`config.mk`:
```
export PLATFORM = sky130hd
export DESIGN_NAME = tconv_arbiter
export DESIGN_NICKNAME = d
export VERILOG_FILES = /design/src/rtl/tconv_pkg.sv /design/src/rtl/tconv_period_timer.sv /design/src/rtl/tconv_busy_delay.sv /design/src/rtl/tconv_arbiter.sv
export SDC_FILE = /design/constraint.sdc
export NUM_CORES = 1
export LEC_CHECK = 0
export BUFFER_PORTS_ARGS = -buffer_cell sky130_fd_sc_hd__buf_2
export CAP_MARGIN = 20
export CORE_MARGIN = 4
export CORE_UTILIZATION = 40
export CTS_CLUSTER_SIZE = 20
export DETAILED_ROUTE_END_ITERATION = 6
export PLACE_DENSITY = 0.63
export SYNTH_ARGS = -nofsm -noshare
export SYNTH_HDL_FRONTEND = slang
export SYNTH_SLANG_ARGS = --single-unit
```
`constraint.sdc`:
```
create_clock -name clk -period 1.7 [get_ports clk]
set_input_delay 0.085 -clock clk [delete_from_list [all_inputs] [get_ports clk]]
set_output_delay 0.085 -clock clk [all_outputs]
set_load 0.01 [all_outputs]
```
`src/rtl/tconv_pkg.sv`:
```
package tconv_pkg;
   typedef enum logic [1:0] {
      TC_IDLE     = 2'd0,
      TC_PERIODIC = 2'd1,
      TC_SOFT     = 2'd2
   } tc_state_e;
endpackage

```
`src/rtl/tconv_period_timer.sv`:
```
module tconv_period_timer #(
   parameter int PERIOD_SEC = 64
) (
   input  logic clk,
   input  logic rst_n,
   input  logic tick_1hz,
   output logic due
);
   localparam int CW = (PERIOD_SEC > 1) ? $clog2(PERIOD_SEC) : 1;
   localparam logic [CW-1:0] LAST = CW'(PERIOD_SEC - 1);

   if (PERIOD_SEC < 2) begin : g_bad_period
      $error("PERIOD_SEC must be at least 2");
   end

   logic [CW-1:0] sec_q;

   always_ff @(posedge clk or negedge rst_n) begin
      if (!rst_n)        sec_q <= '0;
      else if (tick_1hz) sec_q <= (sec_q == LAST) ? '0 : sec_q + 1'b1;
   end

   assign due = tick_1hz && (sec_q == LAST);

   assert_phase_range_R6: assert property (@(posedge clk) disable iff (!rst_n)
      sec_q <= LAST);
   assert_phase_hold_R6: assert property (@(posedge clk) disable iff (!rst_n)
      !tick_1hz |=> $stable(sec_q));
endmodule

```
`src/rtl/tconv_busy_delay.sv`:
```
module tconv_busy_delay #(
   parameter int DELAY_TICKS = 66
) (
   input  logic clk,
   input  logic rst_n,
   input  logic clear,
   input  logic run,
   input  logic tick,
   output logic hit
);
   if (DELAY_TICKS < 0) begin : g_bad_delay
      $error("DELAY_TICKS must not be negative");
   end

   if (DELAY_TICKS == 0) begin : g_none
      assign hit = run;
   end else begin : g_count
      localparam int DW = $clog2(DELAY_TICKS + 1);
      localparam logic [DW-1:0] LIM = DW'(DELAY_TICKS);
      logic [DW-1:0] cnt_q;

      always_ff @(posedge clk or negedge rst_n) begin
         if (!rst_n)                              cnt_q <= '0;
         else if (clear)                          cnt_q <= '0;
         else if (run && tick && cnt_q != LIM)    cnt_q <= cnt_q + 1'b1;
      end

      assign hit = run && tick && (cnt_q == LIM - 1'b1);

      assert_delay_bound_R4: assert property (@(posedge clk) disable iff (!rst_n)
         cnt_q <= LIM);
   end
endmodule

```
`src/rtl/tconv_arbiter.sv`:
```
module tconv_arbiter
   import tconv_pkg::*;
#(
   parameter int PERIOD_SEC  = 64,
   parameter int DELAY_TICKS = 66
) (
   input  logic clk,
   input  logic rst_n,
   input  logic tick_1hz,
   input  logic tick_fast,
   input  logic cfg_wr,
   input  logic cfg_wdata,
   input  logic eng_done,
   output logic conv_bit,
   output logic busy,
   output logic eng_start
);
   tc_state_e st_q;
   logic      pend_q, conv_q, busy_q, start_q;
   logic      due, dly_hit, sw_take;

   tconv_period_timer #(.PERIOD_SEC(PERIOD_SEC)) u_period (
      .clk(clk), .rst_n(rst_n), .tick_1hz(tick_1hz), .due(due));

   assign sw_take = (st_q == TC_IDLE) && !due && cfg_wr && cfg_wdata;

   tconv_busy_delay #(.DELAY_TICKS(DELAY_TICKS)) u_delay (
      .clk(clk), .rst_n(rst_n), .clear(sw_take),
      .run((st_q == TC_SOFT) && !busy_q && !eng_done),
      .tick(tick_fast), .hit(dly_hit));

   always_ff @(posedge clk or negedge rst_n) begin
      if (!rst_n) begin
         st_q    <= TC_IDLE;
         pend_q  <= 1'b0;
         conv_q  <= 1'b0;
         busy_q  <= 1'b0;
         start_q <= 1'b0;
      end else begin
         start_q <= 1'b0;
         unique case (st_q)
            TC_IDLE: begin
               if (due) begin
                  st_q    <= TC_PERIODIC;
                  busy_q  <= 1'b1;
                  start_q <= 1'b1;
               end else if (sw_take) begin
                  st_q    <= TC_SOFT;
                  conv_q  <= 1'b1;
                  start_q <= 1'b1;
               end
            end
            TC_PERIODIC, TC_SOFT: begin
               if (eng_done) begin
                  conv_q <= 1'b0;
                  if (due || pend_q) begin
                     st_q    <= TC_PERIODIC;
                     busy_q  <= 1'b1;
                     start_q <= 1'b1;
                     pend_q  <= 1'b0;
                  end else begin
                     st_q   <= TC_IDLE;
                     busy_q <= 1'b0;
                  end
               end else begin
                  if (due)     pend_q <= 1'b1;
                  if (dly_hit) busy_q <= 1'b1;
               end
            end
            default: st_q <= TC_IDLE;
         endcase
      end
   end

   assign conv_bit  = conv_q;
   assign busy      = busy_q;
   assign eng_start = start_q;

   assert_conv_source_R2: assert property (@(posedge clk) disable iff (!rst_n)
      $rose(conv_bit) |-> $past(cfg_wr && cfg_wdata));
   assert_conv_clears_R3: assert property (@(posedge clk) disable iff (!rst_n)
      (conv_bit && eng_done) |=> !conv_bit);
   assert_busy_delayed_R4: assert property (@(posedge clk) disable iff (!rst_n)
      ($rose(busy) && conv_bit) |-> $past(dly_hit));
   assert_periodic_busy_R5: assert property (@(posedge clk) disable iff (!rst_n)
      (due && st_q == TC_IDLE) |=> (busy && eng_start));
   assert_write_ignored_R7: assert property (@(posedge clk) disable iff (!rst_n)
      (st_q == TC_PERIODIC && cfg_wr) |=> !conv_bit);
   assert_queue_release_R8: assert property (@(posedge clk) disable iff (!rst_n)
      (pend_q && eng_done) |=> (eng_start && busy && !conv_bit));
   assert_conv_holds_R9: assert property (@(posedge clk) disable iff (!rst_n)
      (conv_bit && !eng_done) |=> conv_bit);
   assert_idle_done_R10: assert property (@(posedge clk) disable iff (!rst_n)
      (st_q == TC_IDLE && eng_done && !due && !cfg_wr) |=> (!busy && !eng_start));
endmodule

```
* Word-level counts from Yosys, hierarchy flattened
Cells that the tools add are included.
W data, S select, Z words.
** Word-level totals
- Register bits :: 19
- Bits in latches :: 0
- RAM bits :: 0
- Bits in read-only memories :: 0
- Output and inout bits :: 3
- Logic and storage cells :: 66
- Memories :: 0
** Operators by class
- $add $sub $neg :: 2
- Multipliers :: 0
- Divide/modulo/power cells :: 0
- Order comparisons :: 0
- Equality and inequality tests :: 12
- Shift operators :: 0
- Multiplexer cells :: 23
- Bitwise gates (word level) :: 0
- Reductions and logical operators :: 22
** Operators by type and width (count)
- $mux W7 :: 2
- $mux W1 :: 13
- $logic_and A1 B1 Y1 :: 9
- $ne A2 B2 Y1 const B :: 4
- $add A7 B1 Y7 const B :: 1
- $eq A7 B7 Y1 const B :: 1
- $ne A7 B7 Y1 const B :: 1
- $add A6 B1 Y6 const B :: 1
- $eq A6 B6 Y1 const B :: 1
- $mux W2 :: 3
- $mux W6 :: 1
- $ne A3 B3 Y1 const B :: 2
- $pmux W1 S2 :: 3
- $reduce_and A3 Y1 :: 2
- $reduce_bool A2 Y1 :: 3
- $pmux W2 S2 :: 1
- $reduce_and A4 Y1 :: 1
- $logic_not A1 Y1 :: 3
- $eq A2 B1 Y1 const B :: 1
- $eq A2 B2 Y1 const B :: 1
- $logic_not A2 Y1 :: 1
- $ne A2 B1 Y1 const B :: 1
- $reduce_and A2 Y1 :: 1
- $reduce_or A2 Y1 :: 1
- $logic_or A1 B1 Y1 :: 1

* Longest topological paths before layout
Gate-level depths: netlist of run 1.
- Depth after elaboration :: 9
- Mapped depth :: 7

* Cells and area by module
Synthesis of run 1 repeated with hierarchy kept, for this count alone.
** Second synthesis, totals
- Cells, all modules :: 110
- Area, all modules :: 1083.5 um^2
** Modules (own cells, without submodules)
- tconv_busy_delay :: instances 1, cells an instance 46, area an instance 426.7 um^2, sequential area each 175.2 um^2
- tconv_arbiter :: instances 1, cells an instance 40, area an instance 380.4 um^2, sequential area each 150.1 um^2
- tconv_period_timer :: instances 1, cells an instance 24, area an instance 276.5 um^2, sequential area each 150.1 um^2

* Least setup slack after synthesis of run 1
Ideal clock, no wire load.
- Path type :: register to register
- From :: reg u_period.sec_q[0]
- To :: reg conv_q, in the netlist conv_bit
- Library setup time :: 0.124 ns
- Arrival :: 1.444 ns
- Setup slack :: 0.132 ns
- Stages on the path, launching flop included :: 7
- Cells stage by stage :: dfrtp_1 -> ha_1 -> nand4_2 -> or2_4 -> and3_4 -> buf_6 -> a211o_1
** Between the ends
- Longest elaborated chain between the ends :: 8
- Elaborated cells between the ends (all ways) :: 9
- Classes of those cells :: 3 x eq/ne; 6 x reduce/logical
** Ends and longest elaborated chain
- start, declared :: RTL line tconv_period_timer.sv:16 : logic [CW-1:0] sec_q;
- start signal, assigned :: RTL line tconv_period_timer.sv:20 : else if (tick_1hz) sec_q <= (sec_q == LAST) ? '0 : sec_q + 1'b1;
- $eq A6 B6 Y1 * :: RTL line tconv_period_timer.sv:23 : assign due = tick_1hz && (sec_q == LAST);
- $logic_and A1 B1 Y1 * :: RTL line tconv_period_timer.sv:23
- $logic_not A1 Y1 :: RTL line tconv_arbiter.sv:25 : assign sw_take = (st_q == TC_IDLE) && !due && cfg_wr && cfg_wdata;
- $logic_and A1 B1 Y1 (3 in a row) :: RTL line tconv_arbiter.sv:25
- $ne A2 B2 Y1 (no line)
- $reduce_and A4 Y1 (no line) *
- end signal, assigned :: RTL line tconv_arbiter.sv:36 : conv_q <= 1'b0;
- end signal, assigned :: RTL line tconv_arbiter.sv:49 : conv_q <= 1'b1;
- end signal, assigned :: RTL line tconv_arbiter.sv:55 : conv_q <= 1'b0;
- end, declared :: RTL line tconv_arbiter.sv:19 : logic pend_q, conv_q, busy_q, start_q;
Mark *: on every way between the ends. The rest lies on a longest branch, timed or not.
A chain may end at the register's enable or synchronous reset.

* Worst setup path after layout of run 1
- From :: reg st_q[0]
- To :: reg u_delay.g_count.cnt_q[6]
** Between the ends
- Longest elaborated chain between the ends :: 6
- Elaborated cells between the ends (all ways) :: 11
- Classes of those cells :: 1 x eq/ne; 1 x mux; 9 x reduce/logical
** Ends and longest elaborated chain
- start, declared :: RTL line tconv_arbiter.sv:18 : tc_state_e st_q;
- start signal, assigned :: RTL line tconv_arbiter.sv:34 : st_q <= TC_IDLE;
- start signal, assigned :: RTL line tconv_arbiter.sv:44 : st_q <= TC_PERIODIC;
- start signal, assigned :: RTL line tconv_arbiter.sv:48 : st_q <= TC_SOFT;
- $eq A2 B2 Y1 :: RTL line tconv_arbiter.sv:29 : .run((st_q == TC_SOFT) && !busy_q && !eng_done),
- $logic_and A1 B1 Y1 (2 in a row) :: RTL line tconv_arbiter.sv:29
- $logic_and A1 B1 Y1 (2 in a row) :: RTL line tconv_busy_delay.sv:25 : else if (run && tick && cnt_q != LIM) cnt_q <= cnt_q + 1'b1;
- $reduce_bool A2 Y1 (no line)
- end signal, assigned :: RTL line tconv_busy_delay.sv:25
- end, declared :: RTL line tconv_busy_delay.sv:20 : logic [DW-1:0] cnt_q;
Several ways; a longest one is shown, not always the timed one.

==> results of run 1 <==
-- power breakdown --
group | total, mW | switching, mW | internal (mW)
Sequential | 0.676 | 0.114 | 0.562
Clock | 0.232 | 0.144 | 0.0877
Combinational | 0.454 | 0.236 | 0.218
-- layer usage --
metal	track usage	wire, um	up-vias
met1	0.1669	972	392
met3	0.03888	88	2
met5	0	0	-
met4	0.05696	23	0
met2	0.2269	952	12
li1	-	-	409
-- sequential cells by signal, indices dropped and copies added (netlist names) --
signal and flops:
u_delay.g_count.cnt_q 7, u_period.sec_q 6, st_q 2, busy 1, conv_bit 1, eng_start 1, pend_q 1
-- area by class of cell --
| class | count | area share |
|---|---|---|
| repair buffers | 15 | 0.07543 |
| clock buffers | 3 | 0.01835 |
| inverters | 8 | 0.02446 |
| well taps | 30 | 0.03058 |
| flip-flops and latches | 19 | 0.3874 |
| clock inverters | 1 | 0.004077 |
| multi-input cells | 77 | 0.4597 |
-- logic make-up (layout without fill, tap and decap cells) --
| family | after synthesis | count (layout) | synth area share |
|---|---|---|---|
| AND/OR/NAND/NOR | 38 | 38 | 0.2164 |
| XOR/XNOR | 6 | 6 | 0.04861 |
| flip-flops | 19 | 19 | 0.4398 |
| adder cells (fa/ha/maj) | 7 | 7 | 0.08101 |
| multiplexers | 3 | 3 | 0.02894 |
| AO/OA/AOI/OAI | 23 | 23 | 0.1366 |
| buffers and inverters | 10 | 27 | 0.04861 |
-- what timing repair did --
action | in CTS | in global routing
hold buffers | 1 | 0
setup endpoints to repair | 1 | 7
pin swaps | 0 | 3
endpoints found under the hold margin | 19 | 0
setup buffers | 0 | 2
gates resized for setup | 1 | 4
-- stage by stage --
| stage | std cells | setup slack, ns |
|---|---|---|
| floorplan | 106 | 0.1318 |
| global placement | 146 | 0.09286 |
| detailed placement | 146 | 0.01798 |
| CTS | 151 | 0.02055 |
| global route | 153 | -0.002832 |
| finish | 153 | 0.07558 |
-- placed cells by master, fill, tap and decap left out, drive strengths merged, types with 2 or more instances in the layout --
cell type / count
buf: 14
or3: 2
nand2: 10
a21oi: 8
ha: 7
o21ai: 5
xor2: 4
mux2i: 2
dfrtp: 19
xnor2: 2
nand4: 5
nor2: 10
and3: 2
clkbuf: 3
inv: 8
-- worst paths after layout --
path | start | to | slack (ns) | cells past startpoint
max | st_q[0] | u_delay.g_count.cnt_q[6] | 0.08 | 6
min | eng_done | pend_q | 0.02 | 2
max reg2reg | st_q[0] | u_delay.g_count.cnt_q[6] | 0.08 | 6
min reg2reg | u_period.sec_q[4] | u_period.sec_q[4] | 0.52 | 1
max in group asynchronous | rst_n | u_period.sec_q[3] | 1.16 | 2
min in group asynchronous | rst_n | eng_start | 0.24 | 2
-- worst max-delay path: cells and delay by family, from the launching register on --
family	cells	cell delay [ns]
AO/OA/AOI/OAI	1	0.12
adder cells (fa/ha/maj)	1	0.14
buffers and inverters	1	0.07
flip-flops	1	0.41
AND/OR/NAND/NOR	3	0.83
==> flow_metrics.tcl, run 1 <==
set metrics [dict create \
    tightest_slew_ns 0.4123 \
    crit_path_cell_trace "inv_2, ha_1, and4bb_2, nand4_4, or3_4, a21oi_2" \
    synth_top_cells_by_count "dfrtp_1 (19), nor2_1 (10), nand2_1 (9)" \
    grtUsageTotal 0.1376 \
    worst_ep_required_time_ns 1.94 \
    postSynthAreaPerCell_um2 10.20 \
    nets 138 \
    antenna_found_initial 0 \
    core_um2 2522 \
    vias 815 \
    start_util 0.4286 \
    placed_area_um2 1164 \
    hold_class "in2reg" \
    whs_ns 0.01550 \
    yosys_warnings 0 \
    drt-pass1-iter-count 4 \
    crit_fanout 5 \
    synth_nets 120 \
    overflow 0 \
    maxClockFrequency_ghz 0.6156 \
    htreeDepth 1 \
    power_mw 1.362 \
    clock-root-buffer "clkbuf_4" \
    die_w_um 59.99 \
    endpoint_kind "register" \
    slew_headroom 0.7213 \
    die-area_um2 3598 \
    place_hpwl_um 1572 \
    slowest_stage "dfrtp_1" \
    finalCritPeriodShare 0.9555 \
    crit_type "reg2reg" \
    setup_tns_ns 0 \
    drive_above_1_share 0.2520 \
    cts_buffers 3 \
    grt_pass1_vias 842 \
    start_kind "register" \
    hold_violations 0 \
    drtAntennaViolNets 0 \
    worst_setup_hold_path_clk_slew_ns 0.11 \
    antenna_cells 0 \
    wl_per_cell_um 13.31 \
    static-leakage-power_nw 0.5685 \
    seq_area_um2 475.5 \
    netlist_area_um2 1081 \
    drv_cap 0 \
    final_area_um2 1227 \
    ys_top_cells_by_area "dfrtp_1 (44%), ha_1 (8.1%), a21oi_1 (3.7%)" \
    vias_per_cell 5.327 \
    synth.top_cell.area_share 0.4398 \
    irDropWorstVdd_uv 705.6 \
    synth_area_leader_cell "dfrtp_1" \
    maxSlewViolCount 0 \
    final_util 0.4866 \
    multi_input_area_um2 564.3 \
    cts_tree "yes" \
    ys_ff_latch 19 \
    arrival_ns 1.86 \
    cts_buffer_depth 2 \
    grt_max_degree 20 \
    fin_skew_ns 0.001901 \
    die_height_um 59.99 \
    final-setup-viol-count 0 \
    drc 0 \
    outcome "complete, no violations" \
    syn_to_final_growth_pct 13.54 \
    synth_edf_count 0 \
    place_congestion 0.8060 \
    grt_first_pass_wirelength_um 3712 \
    period_minus_slack_ns 1.624 \
    wirelength_um 2036 \
    ys_async_sr_fraction 1.000 \
    clock_latency_ns 0.30 \
    numPortBuffers 9 \
    ioPinCount 10 \
    yosysUniqueCellTypes 38 \
    seq_area_frac_synth 0.4398 \
    fillCellCount 246 \
    syn_inst 106 \
    drt-initial-drc-count 21 \
    rows 18 \
    p_per_area_nw_per_um2 1109 \
    yosysMostFrequentCell "dfrtp_1" \
    cts.sinks 19 \
    synth_flop_cell "dfrtp_1" \
    slowest_delay_ns 0.41 \
]
(Power assumes the default switching activity.)
==> inputs of run 2 (changes only) <==
SYNTH_HIERARCHICAL = 1   (was not set)
==> run 2 against run 1 <==
The run now ends with setup timing left; global-route usage shrank 0.22 points; sequential cell count did not move; clock power shrank 3%; sequential share of layout area shrank 4.1 points; register-to-register slack got worse by 0.08 ns; total power rose by 15%; wire length grew 13%; cell count increased by 7.8%; combinational power is 43% higher; first-iteration DRC count up 29%; clock skew increased by 0.011 ns; critical endpoint is now u_delay/g_count.cnt_q[4]; largest cell class unchanged; highest routed layer unchanged.
==> flow_metrics.tcl, run 2 <==
set metrics [dict create \
    regMostFlops "u_delay/g_count.cnt_q" \
    swShare 0.3671 \
    r2r_setup_slack_ns -0.008 \
    synth_area_leader_cell "dfrtp_1" \
    drv_cap 0 \
    hold_violations 0 \
    htreeDepth 1 \
    synth_nets 124 \
    pwr-share-seq 0.442 \
    largest_reg_flops 7 \
    worst_ep_required_time_ns 1.92 \
    hold_depth 2 \
    synth_edf_count 0 \
    pwr-share-comb 0.414 \
    use_met3 0.02592 \
    cts_buffer_depth 2 \
    grt_first_pass_wirelength_um 3670 \
    seq_area_frac_synth 0.4388 \
    ys_ff_latch 19 \
    synth.top_cell.area_share 0.4388 \
    start_util 0.4296 \
    gr-usage-met1 0.1909 \
    crit_fanout 5 \
    multi_input_area_um2 648.1 \
    grt_pass1_vias 802 \
    irDropWorstVdd_uv 855.3 \
    ioPinCount 10 \
    grt_max_degree 20 \
    netlist_area_um2 1084 \
    min_to "pend_q" \
    switchingPower_mw 0.5747 \
    synth_flop_cell "dfrtp_1" \
    hp-start "eng_done" \
    vias 897 \
    start_kind "register" \
    die_w_um 60.05 \
    cts.sinks 19 \
    place_hpwl_um 1686 \
    fillCellCount 246 \
    drt-pass1-iter-count 4 \
    maxClockFrequency_ghz 0.5856 \
    yosysMostFrequentCell "dfrtp_1" \
    pre_cts_ws_ns -0.04582 \
    wirelength_um 2308 \
    cts_tree "yes" \
    grtUsageTotal 0.1353 \
    tightest_slew_ns 0.4398 \
    maxSlewViolCount 0 \
    crit_type "reg2reg" \
    rr_endpoint "u_delay/g_count.cnt_q[4]" \
    rr_startpoint "st_q[0]" \
    yosys_warnings 6 \
    drtAntennaViolNets 0 \
    period_minus_slack_ns 1.708 \
    rr_worst_depth 7 \
    drt-initial-drc-count 27 \
    clock-root-buffer "clkbuf_4" \
    die_height_um 60.05 \
    die-area_um2 3605 \
    final-setup-viol-count 2 \
    clockPowerShare 0.145 \
    outcome "finished with violations" \
    final_common_cell "dfrtp_1" \
    use_met2 0.2145 \
    yosysUniqueCellTypes 39 \
    nets 150 \
    final_util 0.5437 \
    cts_buffers 3 \
    wl_per_cell_um 13.99 \
    antenna_found_initial 0 \
    p_per_area_nw_per_um2 1142 \
    drc 0 \
    syn_inst 110 \
    ys_async_sr_fraction 1.000 \
    rows 18 \
    hold_class "in2reg" \
    endpoint_kind "register" \
    slew_headroom 0.7068 \
    clock_latency_ns 0.30 \
    internal_power_mw 0.9907 \
    postSynthAreaPerCell_um2 9.850 \
    vias_per_cell 5.436 \
    rsz0062_at_grt "yes" \
    fin_skew_ns 0.01242 \
    numPortBuffers 9 \
    place_congestion 0.8429 \
    final.setup.worst_slack_ns -0.007763 \
    seq_area_um2 475.5 \
    worst_setup_hold_path_clk_slew_ns 0.12 \
    arrival_ns 1.93 \
    top_regs "u_delay/g_count.cnt_q x7, u_period/sec_q x6, st_q x2" \
    drive_above_1_share 0.3704 \
    synth_top_cells_by_count "dfrtp_1 (19), nand2_1 (13), a21oi_1 (11)" \
    ys_top_cells_by_area "dfrtp_1 (44%), ha_1 (8.1%), a21oi_1 (5.1%)" \
    finalCritPeriodShare 1.005 \
    final_cell_mix "dfrtp_1 (19), nand2_1 (13), buf_4 (13)" \
    syn_to_final_growth_pct 26.56 \
    static-leakage-power_nw 0.5836 \
    core_um2 2522 \
    violations "setup timing" \
    antenna_cells 0 \
    top_usage_layer "met2" \
    overflow 0 \
]
-- run 2: cell types whose count changed in the layout (fill, tap and decap cells not counted), sizes merged, moves of 3 or more --
cell and delta:
a21oi +3, buf +9, inv -3, nand2 +3, nand3 +4, nor2 -3, o31ai +3, xor2 -3
-- run 2: layout make-up --
class,count,area share
multi-input combinational,83,0.4726
sequential,19,0.3467
inverter,5,0.01369
timing repair buffer,24,0.1195
clock buffer,3,0.01642
tap,30,0.02737
clock inverter,1,0.003650
-- run 2: power by group through the flow --
| stage | Sequential, mW | Clock [mW] | Combinational (mW) |
|---|---|---|---|
| 2_1_floorplan | 0.700 | 0 | 0.366 |
| 3_3_place_gp | 0.685 | 0 | 0.585 |
| 3_5_place_dp | 0.691 | 0 | 0.608 |
| 4_1_cts | 0.687 | 0.237 | 0.622 |
| 5_1_grt | 0.713 | 0.258 | 0.715 |
| 6_report | 0.692 | 0.226 | 0.647 |
-- run 2: timing repair --
| action | 4_1_cts | 5_1_grt |
|---|---|---|
| hold buffers | 1 | 0 |
| gates resized for setup | 1 | 18 |
| pin swaps | 8 | 4 |
| buffers inserted | 3 | 0 |
| gates cloned | 0 | 0 |
| endpoints found under the setup margin | 4 | 9 |
| hold endpoints to repair | 19 | 0 |
-- run 2: kinds of logic (layout without fill, tap and decap cells) --
family          after synthesis  after routing  synth area share
buf+inv                       8             33           0.03811
flops                        19             19            0.4388
xor+xnor                      4              4           0.03234
simple gates                 41             41            0.2194
mux                           3              3           0.03118
fa+ha+maj                     7              7           0.08083
compound gates               28             28            0.1593
-- run 2: metrics by stage --
stage          std cells  power [mW]  TNS (ns)  hold slack [ns]  area (um2)
4_1_cts              165       1.545  -0.03609          0.05290        1297
6_report             165       1.565  -0.01119          0.05886        1371
3_3_place_gp         157       1.270  -0.01473          0.04853        1231
3_5_place_dp         157       1.298   -0.1191          0.05236        1231
5_1_grt              165       1.686   -0.2670          0.04961        1371
2_1_floorplan        110       1.066  -0.07378          -0.2106        1090
-- run 2: layer usage --
layer	routed length [um]	part of all wire
met1	1125	0.49
met2	1097	0.48
met3	69	0.030
met4	15	0.0065
met5	0	0
-- run 2: worst max-delay path by stage --
stage          cells after the start         startpoint                  endpoint  slack, ns
3_3_place_gp                       9            st_q[0]                      busy      -0.01
3_5_place_dp                       6            st_q[0]  u_delay/g_count.cnt_q[5]      -0.05
5_1_grt                            8            st_q[1]                      busy      -0.11
4_1_cts                            7            st_q[0]  u_delay/g_count.cnt_q[4]      -0.02
6_report                           7            st_q[0]  u_delay/g_count.cnt_q[4]     -0.008
2_1_floorplan                      9  u_period/sec_q[0]  u_delay/g_count.cnt_q[0]      -0.07
-- run 2: critical path, cell delays in order, from the launching register on --
cell and delay [ns]:
dfrtp_1 0.41, inv_2 0.08, ha_4 0.13, nor3b_4 0.21, nand3_2 0.16, buf_6 0.16
or3_1 0.35, a21oi_2 0.12
